## src/rtl/dss_pkg.sv

```systemverilog
package dss_pkg;
  localparam int unsigned DSS_NCH    = 16;
  localparam int unsigned DSS_BYTE_W = 8;
  localparam logic [DSS_NCH-1:0] DSS_SRC_MASK = 16'h1000;
endpackage

```

## src/rtl/dss_stop_detect.sv

```systemverilog
module dss_stop_detect #(
  parameter int unsigned        NCH      = dss_pkg::DSS_NCH,
  parameter logic [NCH-1:0]     SRC_MASK = dss_pkg::DSS_SRC_MASK
) (
  input  logic           clk_i,
  input  logic           rst_ni,
  input  logic [NCH-1:0] stop_req_i,
  input  logic [NCH-1:0] xfer_active_i,
  input  logic [NCH-1:0] xfer_last_i,
  output logic [NCH-1:0] accept_o,
  output logic [NCH-1:0] record_o
);
  for (genvar c = 0; c < NCH; c++) begin : g_ch
    if (SRC_MASK[c]) begin : g_src
      logic req_q;
      always_ff @(posedge clk_i or negedge rst_ni) begin
        if (!rst_ni) req_q <= 1'b0;
        else         req_q <= stop_req_i[c];
      end
      // rising edge of request, only while the channel is transferring
      assign accept_o[c] = stop_req_i[c] & ~req_q & xfer_active_i[c];
      assign record_o[c] = accept_o[c] & ~xfer_last_i[c];
    end else begin : g_nosrc
      assign accept_o[c] = 1'b0;
      assign record_o[c] = 1'b0;
    end
  end
endmodule

```

## src/rtl/dss_status_bits.sv

```systemverilog
module dss_status_bits #(
  parameter int unsigned NCH = dss_pkg::DSS_NCH
) (
  input  logic           clk_i,
  input  logic           rst_ni,
  input  logic [NCH-1:0] set_i,
  input  logic [NCH-1:0] wr_mask_i,
  input  logic [NCH-1:0] wr_data_i,
  output logic [NCH-1:0] status_o
);
  logic [NCH-1:0] clr;
  logic [NCH-1:0] status_d;

  assign clr = wr_mask_i & ~wr_data_i;

  // set wins over a same-cycle clear
  always_comb status_d = set_i | (status_o & ~clr);

  always_ff @(posedge clk_i or negedge rst_ni) begin
    if (!rst_ni) status_o <= '0;
    else         status_o <= status_d;
  end
endmodule

```

## src/rtl/dss_byte_port.sv

```systemverilog
module dss_byte_port #(
  parameter int unsigned NCH    = dss_pkg::DSS_NCH,
  parameter int unsigned BYTE_W = dss_pkg::DSS_BYTE_W,
  localparam int unsigned NBYTE = NCH / BYTE_W,
  localparam int unsigned SEL_W = (NBYTE > 1) ? $clog2(NBYTE) : 1
) (
  input  logic [SEL_W-1:0]  sel_i,
  input  logic              wr_i,
  input  logic [BYTE_W-1:0] wdata_i,
  input  logic [NCH-1:0]    status_i,
  output logic [BYTE_W-1:0] rdata_o,
  output logic [NCH-1:0]    wr_mask_o,
  output logic [NCH-1:0]    wr_data_o
);
  logic [NBYTE-1:0]  hit;
  logic [BYTE_W-1:0] part [NBYTE];

  // select 0 addresses the most significant byte
  for (genvar b = 0; b < NBYTE; b++) begin : g_byte
    localparam logic [SEL_W-1:0] CODE = SEL_W'(NBYTE - 1 - b);
    assign hit[b] = (sel_i == CODE);
    assign part[b] = hit[b] ? status_i[b*BYTE_W +: BYTE_W] : '0;
    assign wr_mask_o[b*BYTE_W +: BYTE_W] = {BYTE_W{wr_i & hit[b]}};
    assign wr_data_o[b*BYTE_W +: BYTE_W] = wdata_i;
  end

  always_comb begin
    rdata_o = '0;
    for (int b = 0; b < int'(NBYTE); b++) rdata_o = rdata_o | part[b];
  end
endmodule

```

## src/rtl/dss_clr_pulse.sv

```systemverilog
module dss_clr_pulse #(
  parameter int unsigned NCH = dss_pkg::DSS_NCH
) (
  input  logic           clk_i,
  input  logic           rst_ni,
  input  logic [NCH-1:0] accept_i,
  input  logic [NCH-1:0] stop_en_i,
  output logic [NCH-1:0] en_clr_o
);
  always_ff @(posedge clk_i or negedge rst_ni) begin
    if (!rst_ni) en_clr_o <= '0;
    else         en_clr_o <= accept_i & stop_en_i;
  end
endmodule

```

## src/rtl/dma_stop_status.sv

```systemverilog
module dma_stop_status #(
  parameter int unsigned    NCH      = dss_pkg::DSS_NCH,
  parameter int unsigned    BYTE_W   = dss_pkg::DSS_BYTE_W,
  parameter logic [NCH-1:0] SRC_MASK = dss_pkg::DSS_SRC_MASK,
  localparam int unsigned   NBYTE    = NCH / BYTE_W,
  localparam int unsigned   SEL_W    = (NBYTE > 1) ? $clog2(NBYTE) : 1
) (
  input  logic              clk_i,
  input  logic              rst_ni,
  input  logic [NCH-1:0]    stop_req_i,
  input  logic [NCH-1:0]    xfer_active_i,
  input  logic [NCH-1:0]    xfer_last_i,
  input  logic [NCH-1:0]    stop_en_i,
  input  logic [SEL_W-1:0]  half_sel_i,
  input  logic              reg_wr_i,
  input  logic [BYTE_W-1:0] reg_wdata_i,
  output logic [BYTE_W-1:0] reg_rdata_o,
  output logic [NCH-1:0]    status_o,
  output logic [NCH-1:0]    en_clr_o
);
  logic [NCH-1:0] accept;
  logic [NCH-1:0] record;
  logic [NCH-1:0] wr_mask;
  logic [NCH-1:0] wr_data;

  dss_stop_detect #(.NCH(NCH), .SRC_MASK(SRC_MASK)) u_detect (
    .clk_i         (clk_i),
    .rst_ni        (rst_ni),
    .stop_req_i    (stop_req_i),
    .xfer_active_i (xfer_active_i),
    .xfer_last_i   (xfer_last_i),
    .accept_o      (accept),
    .record_o      (record)
  );

  dss_byte_port #(.NCH(NCH), .BYTE_W(BYTE_W)) u_port (
    .sel_i     (half_sel_i),
    .wr_i      (reg_wr_i),
    .wdata_i   (reg_wdata_i),
    .status_i  (status_o),
    .rdata_o   (reg_rdata_o),
    .wr_mask_o (wr_mask),
    .wr_data_o (wr_data)
  );

  dss_status_bits #(.NCH(NCH)) u_bits (
    .clk_i     (clk_i),
    .rst_ni    (rst_ni),
    .set_i     (record),
    .wr_mask_i (wr_mask),
    .wr_data_i (wr_data),
    .status_o  (status_o)
  );

  dss_clr_pulse #(.NCH(NCH)) u_clr (
    .clk_i     (clk_i),
    .rst_ni    (rst_ni),
    .accept_i  (accept),
    .stop_en_i (stop_en_i),
    .en_clr_o  (en_clr_o)
  );
endmodule

```

## config.mk

```make
export PLATFORM = sky130hd
export DESIGN_NAME = dma_stop_status
export DESIGN_NICKNAME = d
export VERILOG_FILES = /design/src/rtl/dss_pkg.sv /design/src/rtl/dss_stop_detect.sv /design/src/rtl/dss_status_bits.sv /design/src/rtl/dss_byte_port.sv /design/src/rtl/dss_clr_pulse.sv /design/src/rtl/dma_stop_status.sv
export SDC_FILE = /design/constraint.sdc
export NUM_CORES = 1
export LEC_CHECK = 0
export ABC_AREA = 1
export BUFFER_PORTS_ARGS = -buffer_cell sky130_fd_sc_hd__buf_2
export CAP_MARGIN = 20
export CORE_MARGIN = 5
export CORE_UTILIZATION = 31
export CTS_CLUSTER_SIZE = 8
export DETAILED_ROUTE_END_ITERATION = 10
export PLACE_DENSITY = 0.81
export REMOVE_ABC_BUFFERS = 1
export SKIP_LAST_GASP = 1
export SLEW_MARGIN = 25
export SYNTH_ARGS = -nofsm -noshare
export SYNTH_HDL_FRONTEND = slang
export SYNTH_SLANG_ARGS = --single-unit
```

## constraint.sdc

```tcl
create_clock -name clk_i -period 0.8 [get_ports clk_i]
set_input_delay 0.12 -clock clk_i [delete_from_list [all_inputs] [get_ports clk_i]]
set_output_delay 0.12 -clock clk_i [all_outputs]
set_load 0.005 [all_outputs]
```

Word level (Yosys, flattened, before mapping)
Index checks and enable logic that the tools add are counted.
- output and inout bits: 40
- register bits: 33
- input port bits: 76
- logic and storage cells: 20
- bitwise logic cells: 15
- muxes and demuxes: 2
- operator list (kind ; number):
    16-bit AND ; 2
    16-bit inverter ; 2
    13-bit by 16-bit AND with 16-bit output ; 1
    8-bit 2-to-1 mux ; 2
    13-bit by 16-bit bitwise OR with 16-bit output ; 1
    8-bit bitwise OR ; 1
    1-bit AND ; 5
    1-bit inverter ; 3

Depth between registers and ports, before layout
- depth in word-level cells: 6
- gate-level depth with buffers: 5
- depth with buffers taken out: 5

By module
Synthesis repeated with hierarchy kept, for this count alone.
- cells, all modules: 239
- area, all modules: 1834.3 um2
- modules (own cells, without submodules) (module ; sequential area each (um2) ; times used ; cells an instance ; area each (um2)):
    dss_status_bits ; 400.4 ; 1 ; 96 ; 700.7
    dss_clr_pulse ; 400.4 ; 1 ; 48 ; 520.5
    dss_byte_port ; 0.0 ; 1 ; 60 ; 341.6
    dss_stop_detect ; 25.0 ; 1 ; 35 ; 271.5

Least setup slack after synthesis
Ideal clock, no wire load.
- kind: reg2out
- from: register u_bits.status_o[0]
- to: output reg_rdata_o[0]
- data required time: 680 ps
- data arrival time: 503 ps
- stages on the path, launching flop included: 3
- buffers on the path: 0
- setup slack: 177 ps
- path through: dfrtp_1 > nand2_1 > nand2_1
- cells in the longest elaborated chain, start to end: 2
- RTL lines (what ; line ; source):
    from (decl) ; dss_status_bits.sv:9 ; output logic [NCH-1:0] status_o
    from (signal assigned) ; dss_status_bits.sv:21 ; else status_o <= status_d;
    8-bit 2-to-1 mux ; dss_byte_port.sv:22 ; assign part[b] = hit[b] ? status_i[b*BYTE_W +: BYTE_W] : '0;
    8-bit bitwise OR ; dss_byte_port.sv:29 ; for (int b = 0; b < int'(NBYTE); b++) rdata_o = rdata_o | part[b];
    to (decl) ; dma_stop_status.sv:17 ; output logic [BYTE_W-1:0] reg_rdata_o,
No other way between the ends.

Worst setup path after layout
- from: register u_bits.status_o[11]
- to: output reg_rdata_o[3]
Same word-level chain as after synthesis.

==> run_summary.xml <==
<?xml version="1.0" encoding="UTF-8"?>
<metrics>
  <group name="timing">
    <metric name="report.final.setup_viol" unit="">27</metric>
    <metric name="layout_worst_path_cycle_share" unit="%">133</metric>
    <metric name="timing.final.max_slew_violations" unit="">0</metric>
    <metric name="hold_viol_final" unit="">0</metric>
    <metric name="timing.fmax" unit="MHz">940</metric>
    <metric name="total_negative_setup_slack" unit="ns">-4.52</metric>
    <metric name="worst_hold_slack" unit="ns">0.0480</metric>
    <metric name="minimum_setup_slack_in_the_final_design" unit="ns">-0.264</metric>
    <metric name="final.setup_skew" unit="ns">0.000346</metric>
    <metric name="period_needed" unit="ns">1.06</metric>
    <metric name="setup_repair_after_global_routing_missed_its_margin" unit="">yes</metric>
  </group>
  <group name="logic_synthesis">
    <metric name="synth.ff_latch_count" unit="">18</metric>
    <metric name="synth_compound_gate_area_share" unit="%">6.66</metric>
    <metric name="syn-cell-area" unit="um2">902</metric>
    <metric name="synth.distinct_cells" unit="">13</metric>
    <metric name="synth_cells" unit="">108</metric>
    <metric name="sequential_cell_area_fraction_in_the_yosys_report" unit="%">49.9</metric>
    <metric name="synth_top_family_by_area" unit="">simple AND/OR/NAND/NOR gates</metric>
    <metric name="yosys.area_share.simple" unit="%">21.8</metric>
    <metric name="ys_warn_count" unit="">0</metric>
    <metric name="synthMuxAreaShare" unit="%">0</metric>
    <metric name="yosys.area_share.xor_xnor" unit="%">0</metric>
    <metric name="yosys.area_share.adder" unit="%">0</metric>
    <metric name="post_synth.cell_area_avg" unit="um2">8.35</metric>
  </group>
  <group name="detailed_routing">
    <metric name="vias" unit="">790</metric>
    <metric name="drt_first_pass_iters" unit="">4</metric>
    <metric name="routed_wl" unit="um">2130</metric>
    <metric name="initialDrtViolationCount" unit="">28</metric>
    <metric name="post_detailed_route_via_to_cell_ratio" unit="">4.03</metric>
    <metric name="ant_nets" unit="">0</metric>
    <metric name="wl_per_cell" unit="um">10.9</metric>
    <metric name="drcViolationCount" unit="">0</metric>
  </group>
  <group name="floorplanning">
    <metric name="die-area" unit="um2">4090</metric>
    <metric name="core.rowCount" unit="">19</metric>
    <metric name="initial_core_util" unit="%">32.4</metric>
    <metric name="chipHeight" unit="um">63.9</metric>
    <metric name="chipWidth" unit="um">63.9</metric>
    <metric name="io-pin-count" unit="">116</metric>
    <metric name="core" unit="um2">2780</metric>
  </group>
  <group name="status">
    <metric name="status" unit="">finished with violations</metric>
    <metric name="violations" unit="">setup timing</metric>
  </group>
  <group name="grt">
    <metric name="grt-ovfl-total" unit="">0</metric>
    <metric name="grt_first_pass_wirelength" unit="um">3390</metric>
    <metric name="grt_pass1_vias" unit="">714</metric>
    <metric name="largest_net_degree_at_the_start_of_global_routing" unit="">19</metric>
    <metric name="globalRouteTotalUtil" unit="%">10.3</metric>
    <metric name="antenna_found_initial" unit="">0</metric>
  </group>
  <group name="worst_hold_path">
    <metric name="min-delay-start" unit="">reg_wdata_i[1]</metric>
    <metric name="worstHoldPathType" unit="">in2reg</metric>
  </group>
  <group name="finish">
    <metric name="drive_gt1_share" unit="%">36.4</metric>
    <metric name="multi_input_combinational_cell_area" unit="um2">313</metric>
    <metric name="filler_cell_count" unit="">284</metric>
    <metric name="flow.area_growth_from_synthesis" unit="%">35.6</metric>
    <metric name="regArea" unit="um2">450</metric>
    <metric name="diodes" unit="">0</metric>
    <metric name="finalNetCount" unit="">242</metric>
    <metric name="layout.cells.non_filler" unit="">196</metric>
  </group>
  <group name="clock_network">
    <metric name="ctsHtreeMaxLevel" unit="">1</metric>
    <metric name="tritoncts" unit="">done</metric>
    <metric name="tritoncts_num_sinks" unit="">18</metric>
    <metric name="clock_tree.root_cell" unit="">sky130_fd_sc_hd__clkbuf_4</metric>
    <metric name="clk-insertion-delay-late" unit="ns">0.29</metric>
    <metric name="max-clock-path-buffers" unit="">2</metric>
    <metric name="clk_pin_slew_worst_paths" unit="ns">0.11</metric>
    <metric name="cts_buffers" unit="">3</metric>
    <metric name="cts-resized-gates" unit="">0</metric>
  </group>
  <group name="flow_run">
    <metric name="timing.max_cap.violations" unit="">0</metric>
  </group>
  <group name="worst_setup_path">
    <metric name="r2r_start" unit="">u_bits.status_o[10]</metric>
    <metric name="critPathCaptureType" unit="">output pin</metric>
    <metric name="worst-endpoint-arrival" unit="ns">0.94</metric>
    <metric name="required" unit="ns">0.68</metric>
    <metric name="critPathMaxFanout" unit="">3</metric>
    <metric name="timing_worst_setup_path_type" unit="">reg2out</metric>
    <metric name="critical_path_source_type" unit="">flop</metric>
    <metric name="timing.critical_path.from" unit="">u_bits.status_o[11]</metric>
  </group>
  <group name="place">
    <metric name="dp_cells" unit="">180</metric>
    <metric name="numPortBuffers" unit="">40</metric>
    <metric name="detail_placement_hpwl" unit="um">1590</metric>
    <metric name="globalplace.congestion" unit="">0.723</metric>
  </group>
  <group name="power">
    <metric name="static_leakage" unit="uW">0.000842</metric>
    <metric name="ir_drop" unit="uV">791</metric>
    <metric name="power_per_unit_of_standard_cell_area" unit="nW/um2">1370</metric>
    <metric name="power" unit="uW">1670</metric>
  </group>
</metrics>
## worst max-delay path, stage by stage, from the launching register on
cell                      delay (ns)
sky130_fd_sc_hd__dfrtp_1        0.41
sky130_fd_sc_hd__nand2_1        0.07
sky130_fd_sc_hd__nand2_1        0.05
sky130_fd_sc_hd__buf_2          0.12
## synth_stat cells
master | number | area (um2)
sky130_fd_sc_hd__buf_4 | 15 | 113
sky130_fd_sc_hd__buf_6 | 1 | 11.3
sky130_fd_sc_hd__conb_1 | 1 | 3.75
sky130_fd_sc_hd__dfrtp_1 | 18 | 450
sky130_fd_sc_hd__inv_1 | 17 | 63.8
sky130_fd_sc_hd__inv_2 | 1 | 3.75
sky130_fd_sc_hd__nand2_1 | 42 | 158
sky130_fd_sc_hd__nand2_4 | 1 | 11.3
sky130_fd_sc_hd__nand3_1 | 1 | 5.00
sky130_fd_sc_hd__nor2_1 | 1 | 3.75
sky130_fd_sc_hd__nor2_4 | 1 | 11.3
sky130_fd_sc_hd__nor3b_1 | 1 | 7.51
sky130_fd_sc_hd__o21a_1 | 8 | 60.1
## per-layer routing
layer  track usage (%)  up-vias  routed length (um)
li1                  -      404                   -
met1              13.2      353                 811
met2              16.3       31                1090
met3              1.75        2                 201
met4              5.45        0                  29
met5                 0        -                   0
## report_power, final
group          switching [uW]  internal (uW)
registers                7.85            921
logic                     113           69.7
clock network             285            277
## what timing repair did
action,4_1_cts,5_1_grt
setup endpoints to repair,25,25
hold buffers,2,0
hold endpoints to repair,19,0
pin swaps,8,4
gates cloned,0,0
buffers inserted,5,5
## final cells by class
type                    count  area share (%)
well taps                  31            3.17
inverters                  18            5.52
repair buffers             55            26.0
flip-flops and latches     18            36.8
clock buffers               4            2.97
multi-input cells          70            25.6
## cells in the final DEF (no fill, tap or decap), drive strengths merged
cell,Yosys,layout
nand2,43,43
clkbuf,0,4
dlygate4sd3,0,2
dfrtp,18,18
nor3b,1,1
conb,1,15
inv,18,18
o21a,8,8
nor2,2,2
nand3,1,1
buf,16,53
## registers in the layout (all words and copies together), names as in the netlist
register / cells
u_bits.status_o: 16
u_detect.g_ch.g_src.req_q: 1
u_clr.en_clr_o: 1
## kinds of logic (layout without fill, tap and decap cells)
group                  Yosys count  in the layout
buffers and inverters           34             77
DFF                             18             18
and+or+nand+nor                 47             47
AOI/OAI and AO/OA                8              8
other                            1             15
## stage by stage
stage               util [%]  worst slack (ns)  instance area (um2)
floorplan                  -             0.177                  831
global placement        39.3           -0.0413                 1090
detailed placement      39.3           -0.0416                 1090
CTS                     42.6            -0.272                 1190
global route            44.0            -0.333                 1220
finish                  44.0            -0.264                 1220
## worst paths after layout
| kind | endpoint | cells past startpoint | slack, ns |
|---|---|---|---|
| setup / recovery | reg_rdata_o[3] | 3 | -0.26 |
| hold / removal | u_bits.status_o[1] | 2 | 0.05 |
| setup reg to reg | u_bits.status_o[10] | 4 | -0.04 |
| hold reg to reg | u_clr.en_clr_o[12] | 1 | 0.44 |
| max in group asynchronous | u_clr.en_clr_o[12] | 2 | 0.24 |
| min in group asynchronous | u_bits.status_o[5] | 2 | 0.27 |
No activity file was read; power rests on OpenSTA's default activity.
